==> src/rtl/hsd_pkg.sv <==
package hsd_pkg;
  localparam int DATA_W  = 16;
  localparam int CHK_W   = 5;
  localparam int CODE_W  = DATA_W + CHK_W + 1;
  localparam int MAX_POS = CODE_W - 1;

  typedef logic [DATA_W-1:0] data_t;
  typedef logic [CODE_W-1:0] code_t;
  typedef logic [CHK_W-1:0]  syn_t;

  // strobes from the classifier to the datapath
  typedef struct packed {
    logic capture;
    logic correct;
    logic flagData;
    logic flagCheck;
    logic flagPar;
    logic flagDbl;
  } dec_ctrl_t;

  function automatic logic isPow2(int p);
    return (p != 0) && ((p & (p - 1)) == 0);
  endfunction

  // position of data bit idx inside the codeword
  function automatic int dataPos(int idx);
    int cnt;
    int res;
    cnt = 0;
    res = 0;
    for (int p = 1; p <= MAX_POS; p++) begin
      if (!isPow2(p)) begin
        if (cnt == idx) res = p;
        cnt++;
      end
    end
    return res;
  endfunction

  function automatic code_t placeData(data_t d);
    code_t c;
    c = '0;
    for (int i = 0; i < DATA_W; i++) c[dataPos(i)] = d[i];
    return c;
  endfunction

  function automatic data_t pickData(code_t c);
    data_t d;
    for (int i = 0; i < DATA_W; i++) d[i] = c[dataPos(i)];
    return d;
  endfunction

  function automatic syn_t syndromeOf(code_t c);
    syn_t s;
    s = '0;
    for (int p = 1; p <= MAX_POS; p++) begin
      for (int k = 0; k < CHK_W; k++) begin
        if (((p >> k) & 1) == 1) s[k] = s[k] ^ c[p];
      end
    end
    return s;
  endfunction
endpackage

==> src/rtl/hsd_encoder.sv <==
module hsd_encoder
  import hsd_pkg::*;
(
  input  data_t dataIn,
  output code_t codeOut
);
  code_t placed;
  syn_t  chk;
  code_t withChk;

  always_comb begin
    placed = placeData(dataIn);
    chk    = syndromeOf(placed);
  end

  genvar k;
  generate
    for (k = 0; k < CHK_W; k++) begin : g_chk
      assign withChk[1 << k] = chk[k];
    end
    for (k = 1; k <= MAX_POS; k++) begin : g_dat
      if (!isPow2(k)) begin : g_copy
        assign withChk[k] = placed[k];
      end
    end
  endgenerate

  assign withChk[0] = ^withChk[CODE_W-1:1];
  assign codeOut    = withChk;
endmodule

==> src/rtl/hsd_control.sv <==
module hsd_control
  import hsd_pkg::*;
(
  input  logic      valid,
  input  syn_t      syn,
  input  logic      overallFail,
  output dec_ctrl_t ctrl
);
  int synPos;

  always_comb begin
    synPos = int'(syn);
    ctrl   = '0;
    ctrl.capture = valid;
    if (overallFail) begin
      if (synPos == 0)            ctrl.flagPar   = 1'b1;
      else if (synPos > MAX_POS)  ctrl.flagDbl   = 1'b1;
      else if (isPow2(synPos))    ctrl.flagCheck = 1'b1;
      else begin
        ctrl.flagData = 1'b1;
        ctrl.correct  = 1'b1;
      end
    end else if (synPos != 0) begin
      ctrl.flagDbl = 1'b1;
    end
  end
endmodule

==> src/rtl/hsd_datapath.sv <==
module hsd_datapath
  import hsd_pkg::*;
(
  input  logic      clk,
  input  logic      rstN,
  input  code_t     codeIn,
  input  dec_ctrl_t ctrl,
  output syn_t      syn,
  output logic      overallFail,
  output logic      outValid,
  output data_t     outData,
  output logic      dataErr,
  output logic      checkErr,
  output logic      parErr,
  output logic      dblErr
);
  code_t flipVec;
  data_t rawData;
  data_t corrData;

  assign syn         = syndromeOf(codeIn);
  assign overallFail = ^codeIn;
  assign rawData     = pickData(codeIn);
  assign flipVec     = ctrl.correct ? (code_t'(1) << syn) : '0;
  assign corrData    = pickData(codeIn ^ flipVec);

  always_ff @(posedge clk or negedge rstN) begin
    if (!rstN) begin
      outValid <= 1'b0;
      outData  <= '0;
      dataErr  <= 1'b0;
      checkErr <= 1'b0;
      parErr   <= 1'b0;
      dblErr   <= 1'b0;
    end else begin
      outValid <= ctrl.capture;
      if (ctrl.capture) begin
        outData  <= corrData;
        dataErr  <= ctrl.flagData;
        checkErr <= ctrl.flagCheck;
        parErr   <= ctrl.flagPar;
        dblErr   <= ctrl.flagDbl;
      end
    end
  end


  valid_follow_chk: assert property (@(posedge clk) disable iff (!rstN)
    ctrl.capture |=> outValid);

  valid_drop_chk: assert property (@(posedge clk) disable iff (!rstN)
    !ctrl.capture |=> !outValid);

  hold_chk: assert property (@(posedge clk) disable iff (!rstN)
    !ctrl.capture |=> ($stable(outData) && $stable(dblErr) && $stable(dataErr)));

  flag_onehot_chk: assert property (@(posedge clk) disable iff (!rstN)
    $onehot0({dataErr, checkErr, parErr, dblErr}));

  dbl_nocorrect_chk: assert property (@(posedge clk) disable iff (!rstN)
    (ctrl.capture && ctrl.flagDbl) |=> (outData == $past(rawData)));
endmodule

==> src/rtl/hamming_secded_codec.sv <==
module hamming_secded_codec
  import hsd_pkg::*;
(
  input  logic              clk,
  input  logic              rstN,
  input  logic [DATA_W-1:0] encData,
  output logic [CODE_W-1:0] encCode,
  input  logic              decValid,
  input  logic [CODE_W-1:0] decCode,
  output logic              outValid,
  output logic [DATA_W-1:0] outData,
  output logic              dataErr,
  output logic              checkErr,
  output logic              parErr,
  output logic              dblErr
);
  dec_ctrl_t ctrl;
  syn_t      syn;
  logic      overallFail;

  hsd_encoder u_enc (
    .dataIn  (encData),
    .codeOut (encCode)
  );

  hsd_control u_ctl (
    .valid       (decValid),
    .syn         (syn),
    .overallFail (overallFail),
    .ctrl        (ctrl)
  );

  hsd_datapath u_dp (
    .clk         (clk),
    .rstN        (rstN),
    .codeIn      (decCode),
    .ctrl        (ctrl),
    .syn         (syn),
    .overallFail (overallFail),
    .outValid    (outValid),
    .outData     (outData),
    .dataErr     (dataErr),
    .checkErr    (checkErr),
    .parErr      (parErr),
    .dblErr      (dblErr)
  );


  enc_parity_chk: assert property (@(posedge clk) disable iff (!rstN)
    (^encCode) == 1'b0);

  enc_syndrome_chk: assert property (@(posedge clk) disable iff (!rstN)
    syndromeOf(encCode) == '0);
endmodule

==> config.mk <==
export PLATFORM = sky130hd
export DESIGN_NAME = hamming_secded_codec
export DESIGN_NICKNAME = d
export VERILOG_FILES = /design/src/rtl/hsd_pkg.sv /design/src/rtl/hsd_encoder.sv /design/src/rtl/hsd_control.sv /design/src/rtl/hsd_datapath.sv /design/src/rtl/hamming_secded_codec.sv
export SDC_FILE = /design/constraint.sdc
export NUM_CORES = 1
export LEC_CHECK = 0
export BUFFER_PORTS_ARGS = -buffer_cell sky130_fd_sc_hd__buf_2
export CAP_MARGIN = 20
export CELL_PAD_IN_SITES_DETAIL_PLACEMENT = 0
export CELL_PAD_IN_SITES_GLOBAL_PLACEMENT = 1
export CORE_MARGIN = 1
export CORE_UTILIZATION = 36
export CTS_BUF_LIST = sky130_fd_sc_hd__clkbuf_4 sky130_fd_sc_hd__clkbuf_8
export DETAILED_ROUTE_END_ITERATION = 12
export GPL_ROUTABILITY_DRIVEN = 1
export MAX_ROUTING_LAYER = met4
export PLACE_DENSITY = 0.87
export SYNTH_ARGS = -nofsm -noshare
export SYNTH_HDL_FRONTEND = slang
export SYNTH_SLANG_ARGS = --single-unit
==> constraint.sdc <==
create_clock -name clk -period 1.66 [get_ports clk]
set_input_delay 0.249 -clock clk [delete_from_list [all_inputs] [get_ports clk]]
set_output_delay 0.249 -clock clk [all_outputs]
set_load 0.02 [all_outputs]
==> impl_metrics.toml, run 1 <==
[route]
wl_um = 8503
via_count = 2325
wl_per_cell_um = 19.82
first_pass_iters = 5
via_per_inst = 5.420
drt_iter0_markers = 178
drtAntennaViolNets = 0
drc_errors = 0

[floorplan]
initial_core_util_pct = 37.54
core_um2 = 5140
dieArea_um2 = 5656
rows = 26
die_x_um = 75.21
ios = 84
die_h_um = 75.21

[cts]
insertion_delay_ns = 0.28
clk_pin_slew_ns = 0.10
cts.sinks = 21
cts_buffers = 3
cts-root-buf = "clkbuf_8"
cts_tree = "built"
cts_max_path_buffers = 2
h-tree-depth = 1

[sta]
tightest_slew_ns = 0.5181
setup_ws_ns = -0.3927
finalHoldViolCount = 0
fmax_mhz = 487.2
drv_slew = 0
fin_crit_sh_pct = 123.7
skew_ns = 0
grt_setup_unrepaired = "true"
setup_tns_ns = -5.577
fin_crit_ns = 2.053
setup_viol = 21
slew_headroom_pct = 65.46

[grt]
grt_overflow_total = 0
antenna_found_initial = 1
grt.total_usage_pct = 26.93
grt_pass1_vias = 2175
grt_pass1_wl_um = 10900
grt_max_degree = 28

[finish]
ff_latch_area_um2 = 525.5
multi_input_area_um2 = 2082
fin_nets = 400
area_delta_synth_final_pct = 107.6
final_common_cell = "buf_4"
utilization_pct = 77.92
final_area_um2 = 4005
layout_common_cells = "67 x buf_4, 62 x buf_2, 25 x buf_6"
drive_gt1_share_pct = 67.32
fillers = 313

[setup_path]
timing.rr.start = "u_dp.outData[9]"
r2r_cells = 2
r2r-end = "u_dp.outData[9]"
cp-start-kind = "input port"
crit_arrival_ns = 2.20
path_common_cell = "xnor2_4"
critPathCaptureType = "flop"
reg2reg_slack_ns = 0.87
crit_family = "XOR/XNOR gates"
worst-path-max-fanout = 5
worstSetupPathType = "input port to flop"
cp.required_ns = 1.81
critPathMaxStageDelay_ns = 0.54
crit_slowest_cell = "xnor3_2"
critical_path.cell_chain = "buf_12, xnor2_4, xnor3_2, xnor2_4, o2111ai_4, buf_4, buf_6, o31ai_1, a31oi_1"
critPathBufInv = 3

[power_and_ir_drop]
peakVddDrop_v = 0.0007127
power_density_nw_per_um2 = 1136
seqPwrFrac_pct = 14.2
power_switching_w = 0.002058
p_int_w = 0.002492
p_leak_nw = 1.754
comb_power_share_pct = 77.4
p_total_w = 0.004549
clkPwrFrac_pct = 8.4
p_sw_share_pct = 45.23

[synthesis]
synth-warning-count = 0
synth-seq-area-share_pct = 27.24
ys_ff_latch = 21
synth_area_um2 = 1929
synth_area_leader_cell = "dfrtp_1"
synthTopCellsByArea = "dfrtp_1 27%, xnor2_1 22%, xor2_1 7.3%"
syn_nets = 252
ys_types = 32
synth_top_area_share_pct = 27.24
syn_inst = 211
avgSynthCellArea_um2 = 9.144

[placement]
dp_slack_ns = -0.6291
hpwl_um = 4398
place.gp.congestion = 0.8924
postPlaceCellArea_um2 = 2828
buffer_ports.inserted = 83

[worst_hold_path]
hold-path-endpoint = "u_dp.outData[7]"
hp-class = "input port to flop"
whs_path_depth = 3
min_from = "decCode[12]"

[outcome]
status = "finished with violations"
violations = "setup timing"

[job]
maxCapViolCount = 0
## cell families after synthesis
group | share of synthesized area [%]
flip-flops | 27.24
buffers and inverters | 7.393
AO/OA/AOI/OAI | 14.40
XOR/XNOR | 36.38
AND/OR/NAND/NOR | 14.59
## worst min-delay path: cells and delay by family
kind	cells	cell delay [ns]
buffers and inverters	1	0.10
AO/OA/AOI/OAI	1	0.06
AND/OR/NAND/NOR	1	0.10
## how the worst max path moves through the flow
| stage | from | endpoint | depth (start not counted) | slack, ns |
|---|---|---|---|---|
| finish | decCode[21] | u_dp.outData[11] | 9 | -0.39 |
| global route | decCode[21] | u_dp.outData[15] | 7 | -0.45 |
| CTS | decCode[20] | u_dp.outData[11] | 7 | -0.23 |
| detailed placement | decCode[7] | u_dp.outData[2] | 8 | -0.63 |
| global placement | decCode[9] | u_dp.outData[6] | 8 | -0.58 |
| floorplan | decCode[20] | u_dp.outData[13] | 6 | -0.42 |
## synthesized netlist by cell type (all sizes together)
cell     count
o2111ai      1
xor2        16
nor2        19
a22o         1
a21o         1
nand4        4
nor3         1
nand2b       1
nand4b       1
buf         16
inv          1
nor3b        1
o221a        1
nand2        7
clkbuf       5
dfrtp       21
nand3        5
or3         12
a21oi        1
xnor2       51
o41ai        2
xnor3        3
xor3         1
a221oi       1
a31oi       17
o211ai       1
or4          4
o21ai       12
o31ai        4
## per-stage QoR
step           hold slack [ns]  std cells
2_1_floorplan         -0.04659        211
3_3_place_gp            0.2383        395
3_5_place_dp            0.2486        395
4_1_cts                 0.2453        418
5_1_grt                 0.2612        429
6_report                0.2499        429
## routing by layer
layer  global-route usage [%]  up-vias  routed length, um  share of wire, %
met5                        -        -                  0                 0
met4                    6.790        0                261               3.1
met3                    1.606       24                425               5.0
met2                    48.35      108               4634                54
met1                    33.14     1161               3183                37
li1                         -     1032                  -                 -
## area by class of cell
class                   instances  area share [%]
multi-input cells             169           51.98
repair buffers                163           31.33
flip-flops and latches         21           13.12
well taps                      70           2.187
clock buffers                   3           1.031
clock inverters                 1          0.1874
inverters                       1         0.09372
diodes                          1         0.06248
## power by group through the flow
stage	clock (W)	combinational, W	sequential [W]
floorplan	0	0.00129	0.000755
global route	0.000396	0.00367	0.000653
CTS	0.000381	0.00303	0.000642
global placement	0	0.00224	0.000648
finish	0.000383	0.00352	0.000645
detailed placement	0	0.00228	0.000650
## registers in the layout, summed over array words and instances (netlist names)
register / count
u_dp.checkErr: 1
u_dp.dblErr: 1
u_dp.parErr: 1
u_dp.outData: 16
u_dp.dataErr: 1
u_dp.outValid: 1
## repair_timing
action                                 CTS  global route
setup endpoints to repair               22            22
pin swaps                               42            30
gates resized for setup                 97            55
cloned                                   2             0
setup buffers                           17            11
hold buffers                             1             0
endpoints found under the hold margin   21             0
No activity file was read; power rests on OpenSTA's default activity.
==> run 2: changes to the inputs <==
--- a/config.mk
+++ b/config.mk
@@ -10,7 +10,7 @@
 export CELL_PAD_IN_SITES_DETAIL_PLACEMENT = 0
 export CELL_PAD_IN_SITES_GLOBAL_PLACEMENT = 1
 export CORE_MARGIN = 1
-export CORE_UTILIZATION = 36
+export CORE_UTILIZATION = 37
 export CTS_BUF_LIST = sky130_fd_sc_hd__clkbuf_4 sky130_fd_sc_hd__clkbuf_8
 export DETAILED_ROUTE_END_ITERATION = 12
 export GPL_ROUTABILITY_DRIVEN = 1
@@ -18,4 +18,5 @@
 export PLACE_DENSITY = 0.87
 export SYNTH_ARGS = -nofsm -noshare
 export SYNTH_HDL_FRONTEND = slang
+export SYNTH_HIERARCHICAL = 1
 export SYNTH_SLANG_ARGS = --single-unit
==> run 2 against run 1 <==
- the run still ends with setup timing left
- area after synthesis increased by 6.7%
- die area increased by 3.8%
- sequential share of layout area is 2.5 points higher
- register-to-register slack improved by 0.03 ns
- combinational power is 11% lower
- worst hold slack better by 0.046 ns
- worst setup slack worse by 0.69 ns
- synthesized cell count rose by 1.9%
- clock power down 10%
- critical path depth is 3 higher
==> impl_metrics.toml, run 2 <==
[worst_hold_path]
hp-class = "input port to flop"

[synthesis]
ys_types = 37
synth_area_um2 = 2059
syn_inst = 215
synth_top_cells_by_count = "36 x xnor2_1, 21 x dfrtp_1, 20 x nor2_1, 18 x buf_4"
synthTopCellsByArea = "dfrtp_1 26%, xnor2_1 15%, xnor3_1 7.7%"
ys_ff_latch = 21
avgSynthCellArea_um2 = 9.579
synth_edf_count = 0
async_flop_share_pct = 100.0
synth_area_leader_cell = "dfrtp_1"
synth_top_area_share_pct = 25.52
synth-seq-area-share_pct = 25.52
synth.most_common_cell = "xnor2_1"
synth_flop_cell = "dfrtp_1"
syn_nets = 256
synth-warning-count = 6

[setup_path]
reg2reg_slack_ns = 0.90
cp.required_ns = 1.85
cp-start-kind = "input port"
timing.rr.start = "u_dp/dataErr"
r2r-end = "u_dp/dataErr"
crit_end = "u_dp/outData[15]"
critPathLaunch = "decCode[21]"
critPathCaptureType = "flop"
crit_arrival_ns = 2.92
worstSetupPathType = "input port to flop"
r2r_cells = 1
worst-path-max-fanout = 6

[grt]
grt_max_degree = 32
grt_pass1_vias = 1943
grt_overflow_total = 0
grt_pass1_wl_um = 8921
antenna_found_initial = 0
grt.total_usage_pct = 19.91

[placement]
dp_cells = 386
buffer_ports.inserted = 83
postPlaceCellArea_um2 = 2784
dp_slack_ns = -1.371
place.gp.congestion = 0.8391
hpwl_um = 4169

[sta]
finalHoldViolCount = 0
fin_crit_ns = 2.738
setup_viol = 22
tightest_slew_ns = 0.4627
skew_ns = 0
drv_slew = 0
fin_crit_sh_pct = 165.0
slew_headroom_pct = 69.15
fmax_mhz = 365.2
grt_setup_unrepaired = "true"
setup_ws_ns = -1.078

[power_and_ir_drop]
peakVddDrop_v = 0.0009143
power_density_nw_per_um2 = 1227
comb_power_share_pct = 76.2
clkPwrFrac_pct = 8.3
p_sw_share_pct = 41.93
power_switching_w = 0.001732
p_leak_nw = 1.572
p_int_w = 0.002399
p_total_w = 0.004132
seqPwrFrac_pct = 15.5

[job]
maxCapViolCount = 0

[route]
via_per_inst = 4.853
drt_iter0_markers = 152
wl_um = 5761
first_pass_iters = 4
drc_errors = 0
wl_per_cell_um = 14.09
drtAntennaViolNets = 0
via_count = 1985

[floorplan]
rows = 26
die_x_um = 76.61
initial_core_util_pct = 39.32
core_um2 = 5238
ios = 84
dieArea_um2 = 5868
die_h_um = 76.61

[cts]
h-tree-depth = 1
clk_pin_slew_ns = 0.07
cts-root-buf = "clkbuf_8"
cts.sinks = 21
insertion_delay_ns = 0.26
cts_max_path_buffers = 2
cts_tree = "built"
cts_buffers = 3

[finish]
ff_latch_area_um2 = 525.5
fin_nets = 381
layout_common_cells = "69 x buf_2, 56 x buf_4, 21 x dfrtp_1, 19 x nor2_1, 19 x xnor2_2"
final_common_cell = "buf_2"
fillers = 413
n_antenna_cell = 0
drive_gt1_share_pct = 60.77
multi_input_area_um2 = 1668
instances_no_fill = 409
top_register = "u_dp/outData"
largest_reg_flops = 16
final_area_um2 = 3368
area_delta_synth_final_pct = 63.55

[outcome]
violations = "setup timing"
status = "finished with violations"
## run 2: kinds of logic (layout without fill, tap and decap cells)
family	Yosys count	count (layout)	share of synthesized area [%]
buf+inv	30	154	10.57
compound gates	39	39	11.12
flops	21	21	25.52
mux	4	4	2.187
simple gates	58	58	15.49
xor+xnor	63	63	35.12
## run 2: final cells by class
type	count	share of cell area (%)
clock buffer	4	1.449
tap	70	2.600
timing repair buffer	146	30.39
inverter	4	0.4458
multi-input combinational	164	49.52
sequential	21	15.60
## run 2: critical path, stage by stage
cell	delay, ns
buf_8	0.10
xor2_2	0.18
xnor3_1	0.45
xnor2_2	0.20
inv_2	0.09
a21o_2	0.23
a21oi_2	0.14
and3_4	0.21
inv_2	0.04
or4_4	0.50
or3_4	0.37
a31oi_1	0.16
## run 2: layer usage
metal | track usage [%] | wire (um) | up-vias
met1 | 22.31 | 2303 | 918
met3 | 2.036 | 305 | 15
met2 | 36.49 | 2974 | 77
li1 | - | - | 975
met4 | 7.115 | 178 | 0
met5 | - | 0 | -
## run 2: metrics by stage
stage | TNS, ns | hold WS (ns) | utilization [%]
after CTS | -15.70 | 0.2871 | 60.56
after detailed placement | -22.89 | 0.2316 | 53.15
after global routing | -20.01 | 0.3143 | 64.31
after floorplan | -18.24 | -0.04659 | -
after global placement | -21.85 | 0.2239 | 53.15
final | -18.26 | 0.2959 | 64.31
## run 2: timing repair
| item | in CTS | in global routing |
|---|---|---|
| hold endpoints to repair | 21 | 0 |
| buffers inserted | 11 | 11 |
| hold buffers | 1 | 0 |
| resized for setup | 53 | 26 |
| pin swaps | 34 | 13 |
| endpoints found under the setup margin | 24 | 23 |
## run 2: worst min path at each step
stage,cells past startpoint,from,slack (ns),to
3_5_place_dp,1,rstN,0.23,u_dp/outData[7]
5_1_grt,2,decValid,0.31,u_dp/outData[1]
2_1_floorplan,0,rstN,-0.05,u_dp/checkErr
4_1_cts,2,decValid,0.29,u_dp/outData[1]
6_report,2,decValid,0.30,u_dp/outData[1]
3_3_place_gp,1,rstN,0.22,u_dp/outData[8]
## run 2: power by group through the flow
stage               logic, W  registers, W  clock network, W
finish               0.00315      0.000640          0.000344
global route         0.00332      0.000652          0.000374
CTS                  0.00272      0.000640          0.000346
detailed placement   0.00240      0.000649                 0
global placement     0.00235      0.000644                 0
floorplan            0.00152      0.000755                 0
